[src/rtl/cap_timer16_pkg.sv]
// Package: shared constants for the capture timer.
// Assumes an 8-bit register port; the control bit positions are fixed here.
package cap_timer16_pkg;
    localparam int CTL_RUN  = 0;
    localparam int CTL_EXT  = 1;
    localparam int CTL_FAST = 2;
    localparam int CTL_CEN  = 3;
    localparam int CTL_ACLR = 4;
    localparam int CTL_CFLG = 6;
    localparam int CTL_OFLG = 7;

    // Snapshot of the control settings.
    typedef struct packed {
        logic run;
        logic ext;
        logic fast;
        logic cen;
        logic aclr;
    } ctl_t;
endpackage

[src/rtl/cap_timer16_sync.sv]
// Synchroniser and falling-edge detector for one asynchronous pin.
// Assumes the pin idles high; every stage resets to 1, so reset produces no false edge.
module cap_timer16_sync #(
    parameter int STAGES = 2
) (
    input  logic clk,
    input  logic rst_n,
    input  logic pin,
    output logic fall
);
    localparam int LAST = STAGES;

    logic [LAST:0] sh_q;

    // Shift the pin through the sync stages plus one history stage.
    always_ff @(posedge clk) begin
        if (!rst_n) sh_q <= '1;
        else        sh_q <= {sh_q[LAST-1:0], pin};
    end

    // A falling edge shows as old-high, new-low at the synchronised output.
    assign fall = sh_q[LAST] & ~sh_q[LAST-1];
endmodule

[src/rtl/cap_timer16_presc.sv]
// Clock prescaler that produces a one-cycle tick every DIV_SLOW or DIV_FAST clocks.
// Assumes DIV_FAST <= DIV_SLOW; the phase counter is held at zero while en is low.
module cap_timer16_presc #(
    parameter int DIV_SLOW = 12,
    parameter int DIV_FAST = 4
) (
    input  logic clk,
    input  logic rst_n,
    input  logic en,
    input  logic fast,
    output logic tick
);
    localparam int PW = $clog2(DIV_SLOW);
    localparam logic [PW-1:0] LIM_S = PW'(DIV_SLOW - 1);
    localparam logic [PW-1:0] LIM_F = PW'(DIV_FAST - 1);

    logic [PW-1:0] ph_q;
    logic [PW-1:0] lim;

    // Select the terminal phase for the chosen ratio.
    assign lim  = fast ? LIM_F : LIM_S;
    assign tick = en && (ph_q >= lim);

    // Phase counter: wraps on a tick and restarts while disabled.
    always_ff @(posedge clk) begin
        if (!rst_n || !en) ph_q <= '0;
        else if (tick)     ph_q <= '0;
        else               ph_q <= ph_q + 1'b1;
    end
endmodule

[src/rtl/cap_timer16_core.sv]
// Counter and capture register datapath.
// Assumes at most one lane write per cycle. Precedence: software byte write,
// then auto-clear on capture, then increment. A capture takes the pre-update count.
module cap_timer16_core #(
    parameter int CNT_W  = 16,
    parameter int DATA_W = 8
) (
    input  logic              clk,
    input  logic              rst_n,
    input  logic              inc,
    input  logic              cap_fire,
    input  logic              auto_clr,
    input  logic [CNT_W/DATA_W-1:0] lane_wr,
    input  logic [DATA_W-1:0] wr_data,
    output logic [CNT_W-1:0]  count,
    output logic [CNT_W-1:0]  capt,
    output logic              ovf_evt
);
    localparam int NB = CNT_W / DATA_W;

    logic [CNT_W-1:0] nxt;

    // Next count from the precedence of write, clear and increment.
    always_comb begin
        nxt     = count;
        ovf_evt = 1'b0;
        if (|lane_wr) begin
            for (int i = 0; i < NB; i++) begin
                if (lane_wr[i]) nxt[i*DATA_W +: DATA_W] = wr_data;
            end
        end else if (cap_fire && auto_clr) begin
            nxt = '0;
        end else if (inc) begin
            nxt     = count + 1'b1;
            ovf_evt = &count;
        end
    end

    // Count register.
    always_ff @(posedge clk) begin
        if (!rst_n) count <= '0;
        else        count <= nxt;
    end

    // Capture register, loaded with the count as it stood before this cycle's update.
    always_ff @(posedge clk) begin
        if (!rst_n)        capt <= '0;
        else if (cap_fire) capt <= count;
    end
endmodule

[src/rtl/cap_timer16.sv]
// Top level of the 16-bit capture timer: register port, control, flags and read mux.
// Assumes a byte-wide port with a combinational read and a single-cycle write strobe.
module cap_timer16
    import cap_timer16_pkg::*;
#(
    parameter int CNT_W    = 16,
    parameter int DATA_W   = 8,
    parameter int DIV_SLOW = 12,
    parameter int DIV_FAST = 4,
    parameter int SYNC_N   = 2,
    parameter int ADDR_W   = $clog2(2 * (CNT_W / DATA_W) + 1)
) (
    input  logic              clk,
    input  logic              rst_n,
    input  logic [ADDR_W-1:0] reg_addr,
    input  logic              reg_wr,
    input  logic [DATA_W-1:0] reg_wdata,
    output logic [DATA_W-1:0] reg_rdata,
    input  logic              cnt_pin,
    input  logic              cap_pin,
    output logic              ovf_irq,
    output logic              cap_irq
);
    localparam int NB = CNT_W / DATA_W;

    ctl_t             ctl_q;
    logic             cap_flag_q;
    logic             ovf_flag_q;
    logic             wr_ctrl;
    logic [NB-1:0]    lane_wr;
    logic             cnt_fall;
    logic             cap_fall;
    logic             pre_tick;
    logic             inc;
    logic             cap_fire;
    logic             ovf_evt;
    logic [CNT_W-1:0] count_q;
    logic [CNT_W-1:0] capt_q;

    // Decode the writes to the control register and the count lanes.
    assign wr_ctrl = reg_wr && (reg_addr == '0);
    for (genvar i = 0; i < NB; i++) begin : g_lane
        assign lane_wr[i] = reg_wr && (reg_addr == ADDR_W'(1 + i));
    end

    cap_timer16_sync #(.STAGES(SYNC_N)) u_cnt_sync (
        .clk(clk), .rst_n(rst_n), .pin(cnt_pin), .fall(cnt_fall)
    );

    cap_timer16_sync #(.STAGES(SYNC_N)) u_cap_sync (
        .clk(clk), .rst_n(rst_n), .pin(cap_pin), .fall(cap_fall)
    );

    cap_timer16_presc #(.DIV_SLOW(DIV_SLOW), .DIV_FAST(DIV_FAST)) u_presc (
        .clk(clk), .rst_n(rst_n), .en(ctl_q.run && !ctl_q.ext),
        .fast(ctl_q.fast), .tick(pre_tick)
    );

    // Count enable from the selected source, and the gated capture request.
    assign inc      = ctl_q.run && (ctl_q.ext ? cnt_fall : pre_tick);
    assign cap_fire = ctl_q.cen && cap_fall;

    cap_timer16_core #(.CNT_W(CNT_W), .DATA_W(DATA_W)) u_core (
        .clk(clk), .rst_n(rst_n), .inc(inc), .cap_fire(cap_fire),
        .auto_clr(ctl_q.aclr), .lane_wr(lane_wr), .wr_data(reg_wdata),
        .count(count_q), .capt(capt_q), .ovf_evt(ovf_evt)
    );

    // Control settings register.
    always_ff @(posedge clk) begin
        if (!rst_n) begin
            ctl_q <= '0;
        end else if (wr_ctrl) begin
            ctl_q.run  <= reg_wdata[CTL_RUN];
            ctl_q.ext  <= reg_wdata[CTL_EXT];
            ctl_q.fast <= reg_wdata[CTL_FAST];
            ctl_q.cen  <= reg_wdata[CTL_CEN];
            ctl_q.aclr <= reg_wdata[CTL_ACLR];
        end
    end

    // Sticky flags: a hardware event sets the flag, otherwise a software write loads it.
    always_ff @(posedge clk) begin
        if (!rst_n) begin
            cap_flag_q <= 1'b0;
            ovf_flag_q <= 1'b0;
        end else begin
            if (cap_fire)     cap_flag_q <= 1'b1;
            else if (wr_ctrl) cap_flag_q <= reg_wdata[CTL_CFLG];
            if (ovf_evt)      ovf_flag_q <= 1'b1;
            else if (wr_ctrl) ovf_flag_q <= reg_wdata[CTL_OFLG];
        end
    end

    assign ovf_irq = ovf_flag_q;
    assign cap_irq = cap_flag_q;

    // Read mux over the control, count and capture registers.
    always_comb begin
        reg_rdata = '0;
        if (reg_addr == '0) begin
            reg_rdata[CTL_RUN]  = ctl_q.run;
            reg_rdata[CTL_EXT]  = ctl_q.ext;
            reg_rdata[CTL_FAST] = ctl_q.fast;
            reg_rdata[CTL_CEN]  = ctl_q.cen;
            reg_rdata[CTL_ACLR] = ctl_q.aclr;
            reg_rdata[CTL_CFLG] = cap_flag_q;
            reg_rdata[CTL_OFLG] = ovf_flag_q;
        end
        for (int i = 0; i < NB; i++) begin
            if (reg_addr == ADDR_W'(1 + i))      reg_rdata = count_q[i*DATA_W +: DATA_W];
            if (reg_addr == ADDR_W'(1 + NB + i)) reg_rdata = capt_q[i*DATA_W +: DATA_W];
        end
    end
endmodule

[config.mk]
export PLATFORM = sky130hd
export DESIGN_NAME = cap_timer16
export DESIGN_NICKNAME = d
export VERILOG_FILES = /design/src/rtl/cap_timer16_pkg.sv /design/src/rtl/cap_timer16_sync.sv /design/src/rtl/cap_timer16_presc.sv /design/src/rtl/cap_timer16_core.sv /design/src/rtl/cap_timer16.sv
export SDC_FILE = /design/constraint.sdc
export NUM_CORES = 1
export LEC_CHECK = 0
export ABC_AREA = 1
export BUFFER_PORTS_ARGS = -buffer_cell sky130_fd_sc_hd__clkbuf_2
export CAP_MARGIN = 20
export CORE_ASPECT_RATIO = 1.1
export CORE_MARGIN = 2
export CORE_UTILIZATION = 53
export CTS_CLUSTER_SIZE = 40
export DETAILED_ROUTE_END_ITERATION = 10
export GPL_ROUTABILITY_DRIVEN = 0
export PLACE_DENSITY = 0.86
export SYNTH_ARGS = -nofsm -noshare
export SYNTH_HDL_FRONTEND = slang
export SYNTH_HIERARCHICAL = 1
export SYNTH_SLANG_ARGS = --single-unit
[constraint.sdc]
create_clock -name clk -period 2 [get_ports clk]
set_input_delay 0.4 -clock clk [delete_from_list [all_inputs] [get_ports clk]]
set_output_delay 0.4 -clock clk [all_outputs]
set_load 0.005 [all_outputs]
==> impl_metrics.csv <==
group,metric,value,unit
power_and_ir_drop,cell_internal_power,1.480,mW
grt,grt_use_total,26.75,%
worst_setup_path,req_time_crit_path,2.20,ns
power_and_ir_drop,power.leakage,1.521,nW
route,initialDrtViolationCount,260,
die,floorplan.die.width,72.65,um
status,outcome,"complete, no violations",
route,overall_via_count_from_detail_route,2872,
worst_setup_path,worst_setup_path_start_kind,"register",
sta,timing_hold_violations_final,0,
grt,grt_overflow,0,
die,coreArea,5000,um^2
sta,final_period_minus_worst_setup_slack,1.917,ns
route,drc,0,
clocking,path_clk_slew,0.10,ns
worst_setup_path,critical-path-top-cell-by-count,"o21ai_1",
power_and_ir_drop,power.net_switching,0.5042,mW
finish,drive_gt1_share,17.86,%
worst_setup_path,crit_chain,"ha_1 -> a21oi_2 -> a21boi_1 -> o21ai_1 -> nor2_2 -> o21ai_4 -> nand2_4 -> buf_4 -> o21ai_1 -> a21oi_1",
route,drt_wl_total,7356,um
die,std_cell_rows,27,
placed_design,io_buffer_count,25,
finish,fill_cells,441,
power_and_ir_drop,relative_contribution_of_combinational_cells_to_total_power,10.2,%
grt,global_route_wire_length_before_repair,12040,um
clocking,cts_tree,"yes",
die,die_height,79.52,um
hold_path,holdCritPathClass,"in -> reg",
sta,finalSetupViolCount,0,
finish,final_cell_mix,"nand2_1 (76), nor2_1 (55), inv_1 (49)",
finish,mostFrequentLayoutCell,"nand2_1",
finish,finalNetCount,466,
job,timing.max_cap.violations,0,
clocking,clk_latency_worst_skew_pair,0.31,ns
power_and_ir_drop,p_sw_share,25.42,%
worst_setup_path,crit_path_max_incr_delay,0.34,ns
clocking,clk_root_buffer_cell,"clkbuf_8",
yosys,synth_nets,434,
yosys,ys_types,35,
yosys,gate_count_post_synth,415,
yosys,yosysWarningCount,6,
placed_design,hpwl_reported_at_the_end_of_detailed_placement,5409,um
yosys,area_share_of_the_leading_cell_type_in_the_synthesized_netlist,35.70,%
sta,achievable-frequency,521.7,MHz
clocking,number_of_h_tree_levels,2,
die,io_pins,26,
power_and_ir_drop,sequentialPowerShare,51.8,%
sta,slew_worst_pin,0.3650,ns
clocking,postCtsHoldBufs,0,
power_and_ir_drop,p_per_area,632.4,nW/um^2
grt,grt_start_max_net_pins,28,
sta,final.setup.tns,0,ns
worst_setup_path,worstPathArrival,2.11,ns
yosys,synth_seq_cells,49,
worst_setup_path,critPathKind,"reg -> reg",
grt,vias_in_the_first_global_route,2658,
clocking,clock-sinks,49,
yosys,synth_top_cell_by_area,"dfxtp_1",
sta,timing.clock.skew,0.01210,ns
sta,final.period_utilization,95.83,%
clocking,max-clock-path-buffers,2,
worst_setup_path,worst_setup_path_end_kind,"register",
yosys,synth_top_cells_by_area,"dfxtp_1 (36%), nand2_1 (10%), nor2_1 (7.7%)",
finish,antenna-diode-count,0,
finish,area.growth.synth_to_final,14.16,%
power_and_ir_drop,clkPwrFrac,38.0,%
power_and_ir_drop,power.ir.vdd_worst,0.0004198,V
die,die_area,5777,um^2
clocking,cts_inserted_buffers,5,
route,via_per_inst,5.676,
sta,relSlewSlack,75.67,%
sta,finalMaxSlewViolations,0,
grt,grt_antenna_before_repair,0,
die,initial_cell_density_of_the_core,54.95,%
yosys,sequential_element_share_of_the_synthesized_area,35.70,%
finish,finalCoreUtilization,62.74,%
worst_setup_path,cp_max_fo,7,
route,final_routed_wire_length_divided_by_cell_count,14.54,um
route,drt-pass1-iter-count,5,
yosys,syn_avg_cell_area,6.621,um^2
yosys,synth_area,2748,um^2
worst_setup_path,critPathSlowestCell,"dfxtp_2",
route,ant_nets,0,
==> per-stage QoR <==
step / power, mW / setup slack [ns] / hold slack (ns) / std cells / instance area [um^2]
2_1_floorplan: 1.162 / 0.09492 / 0.3795 / 415 / 2759
3_3_place_gp: 1.238 / 0.06233 / 0.3848 / 496 / 2970
3_5_place_dp: 1.243 / -0.0007354 / 0.3878 / 496 / 2970
4_1_cts: 1.984 / -0.02543 / 0.2471 / 504 / 3090
5_1_grt: 2.050 / -0.03635 / 0.2666 / 506 / 3137
6_report: 1.984 / 0.08335 / 0.2466 / 506 / 3137
==> Yosys cell counts <==
library cell and count:
or2_1 4, buf_6 3, nor2_2 7, clkinv_2 1, a21oi_1 35, nand3_2 2
nand3_1 37, clkbuf_1 6, xnor2_1 1, dfxtp_1 49, nor4_1 1, o21bai_1 2
ha_1 3, nand2_4 2, nor4_2 1, buf_2 2, nor3_1 1, nand2_1 76
nor2_1 56, a21boi_0 1, nand2_2 6, inv_2 3, inv_4 1, o211ai_1 1
buf_4 1, o21ai_1 13, nand3b_1 1, nor3_2 1, inv_1 50, or2_0 3
o21ai_4 1, nor2_8 1, nor2_4 2, o21ai_0 31, nand4_1 10
==> power groups by stage <==
stage | logic [mW] | clock network [mW] | registers [mW]
2_1_floorplan | 0.123 | 0 | 1.04
3_3_place_gp | 0.189 | 0 | 1.05
3_5_place_dp | 0.194 | 0 | 1.05
4_1_cts | 0.195 | 0.763 | 1.03
5_1_grt | 0.226 | 0.794 | 1.03
6_report | 0.203 | 0.753 | 1.03
==> registers in the layout, indices dropped and copies added (netlist names) <==
name	flops
cap_irq	1
ctl_q	5
ovf_irq	1
u_cap_sync/sh_q	3
u_cnt_sync/sh_q	3
u_core/capt	16
u_core/count	16
u_presc/ph_q	4
==> critical path: cells and delay by family, from the launching register on <==
| family | cells | cell delay (ns) |
|---|---|---|
| compound gates | 6 | 0.78 |
| flops | 1 | 0.34 |
| fa+ha+maj | 1 | 0.32 |
| simple gates | 2 | 0.19 |
| buf+inv | 1 | 0.17 |
==> final timing paths <==
kind	startpoint	to	slack, ns	depth (start not counted)
min reg2reg	u_cap_sync/sh_q[0]$_SDFF_PN1_	u_cap_sync/sh_q[1]$_SDFF_PN1_	0.41	2
min	cap_pin	u_cap_sync/sh_q[0]$_SDFF_PN1_	0.25	3
max reg2reg	u_presc/ph_q[3]$_SDFF_PP0_	u_core/count[7]$_SDFFE_PN0P_	0.08	10
max	u_presc/ph_q[3]$_SDFF_PP0_	u_core/count[7]$_SDFFE_PN0P_	0.08	10
==> routing by layer <==
layer  vias to the layer above  global-route usage, %  share of wire [%]
li1                       1406                      -                  -
met1                      1306                  32.63                 41
met2                       136                  44.45                 48
met3                        24                  5.682                7.7
met4                         0                  12.59                3.5
met5                         -                      0                  0
==> layout make-up <==
cell class	instances	area [um^2]	share of cell area (%)
clock buffer	6	82.58	2.633
sequential	49	982.2	31.31
timing repair buffer	37	227.7	7.260
clock inverter	2	37.54	1.197
inverter	55	210.2	6.701
tap	58	72.57	2.314
multi-input combinational	299	1524	48.58
==> what timing repair did <==
item,in CTS,in global routing
pin swaps,0,6
setup buffers,0,2
resized for setup,0,13
setup endpoints to repair,4,17
==> logic make-up (layout without fill, tap and decap cells) <==
kind of cell	Yosys count	after routing	share of synthesized area, %
AOI/OAI and AO/OA	84	84	16.07
adders and majority gates	3	3	1.366
xor gates and xnor gates	1	1	0.3188
DFF	49	49	35.70
and+or+nand+nor	211	211	36.20
buffers and inverters	67	100	10.34
Note: power is estimated with default switching activity, not from simulation.
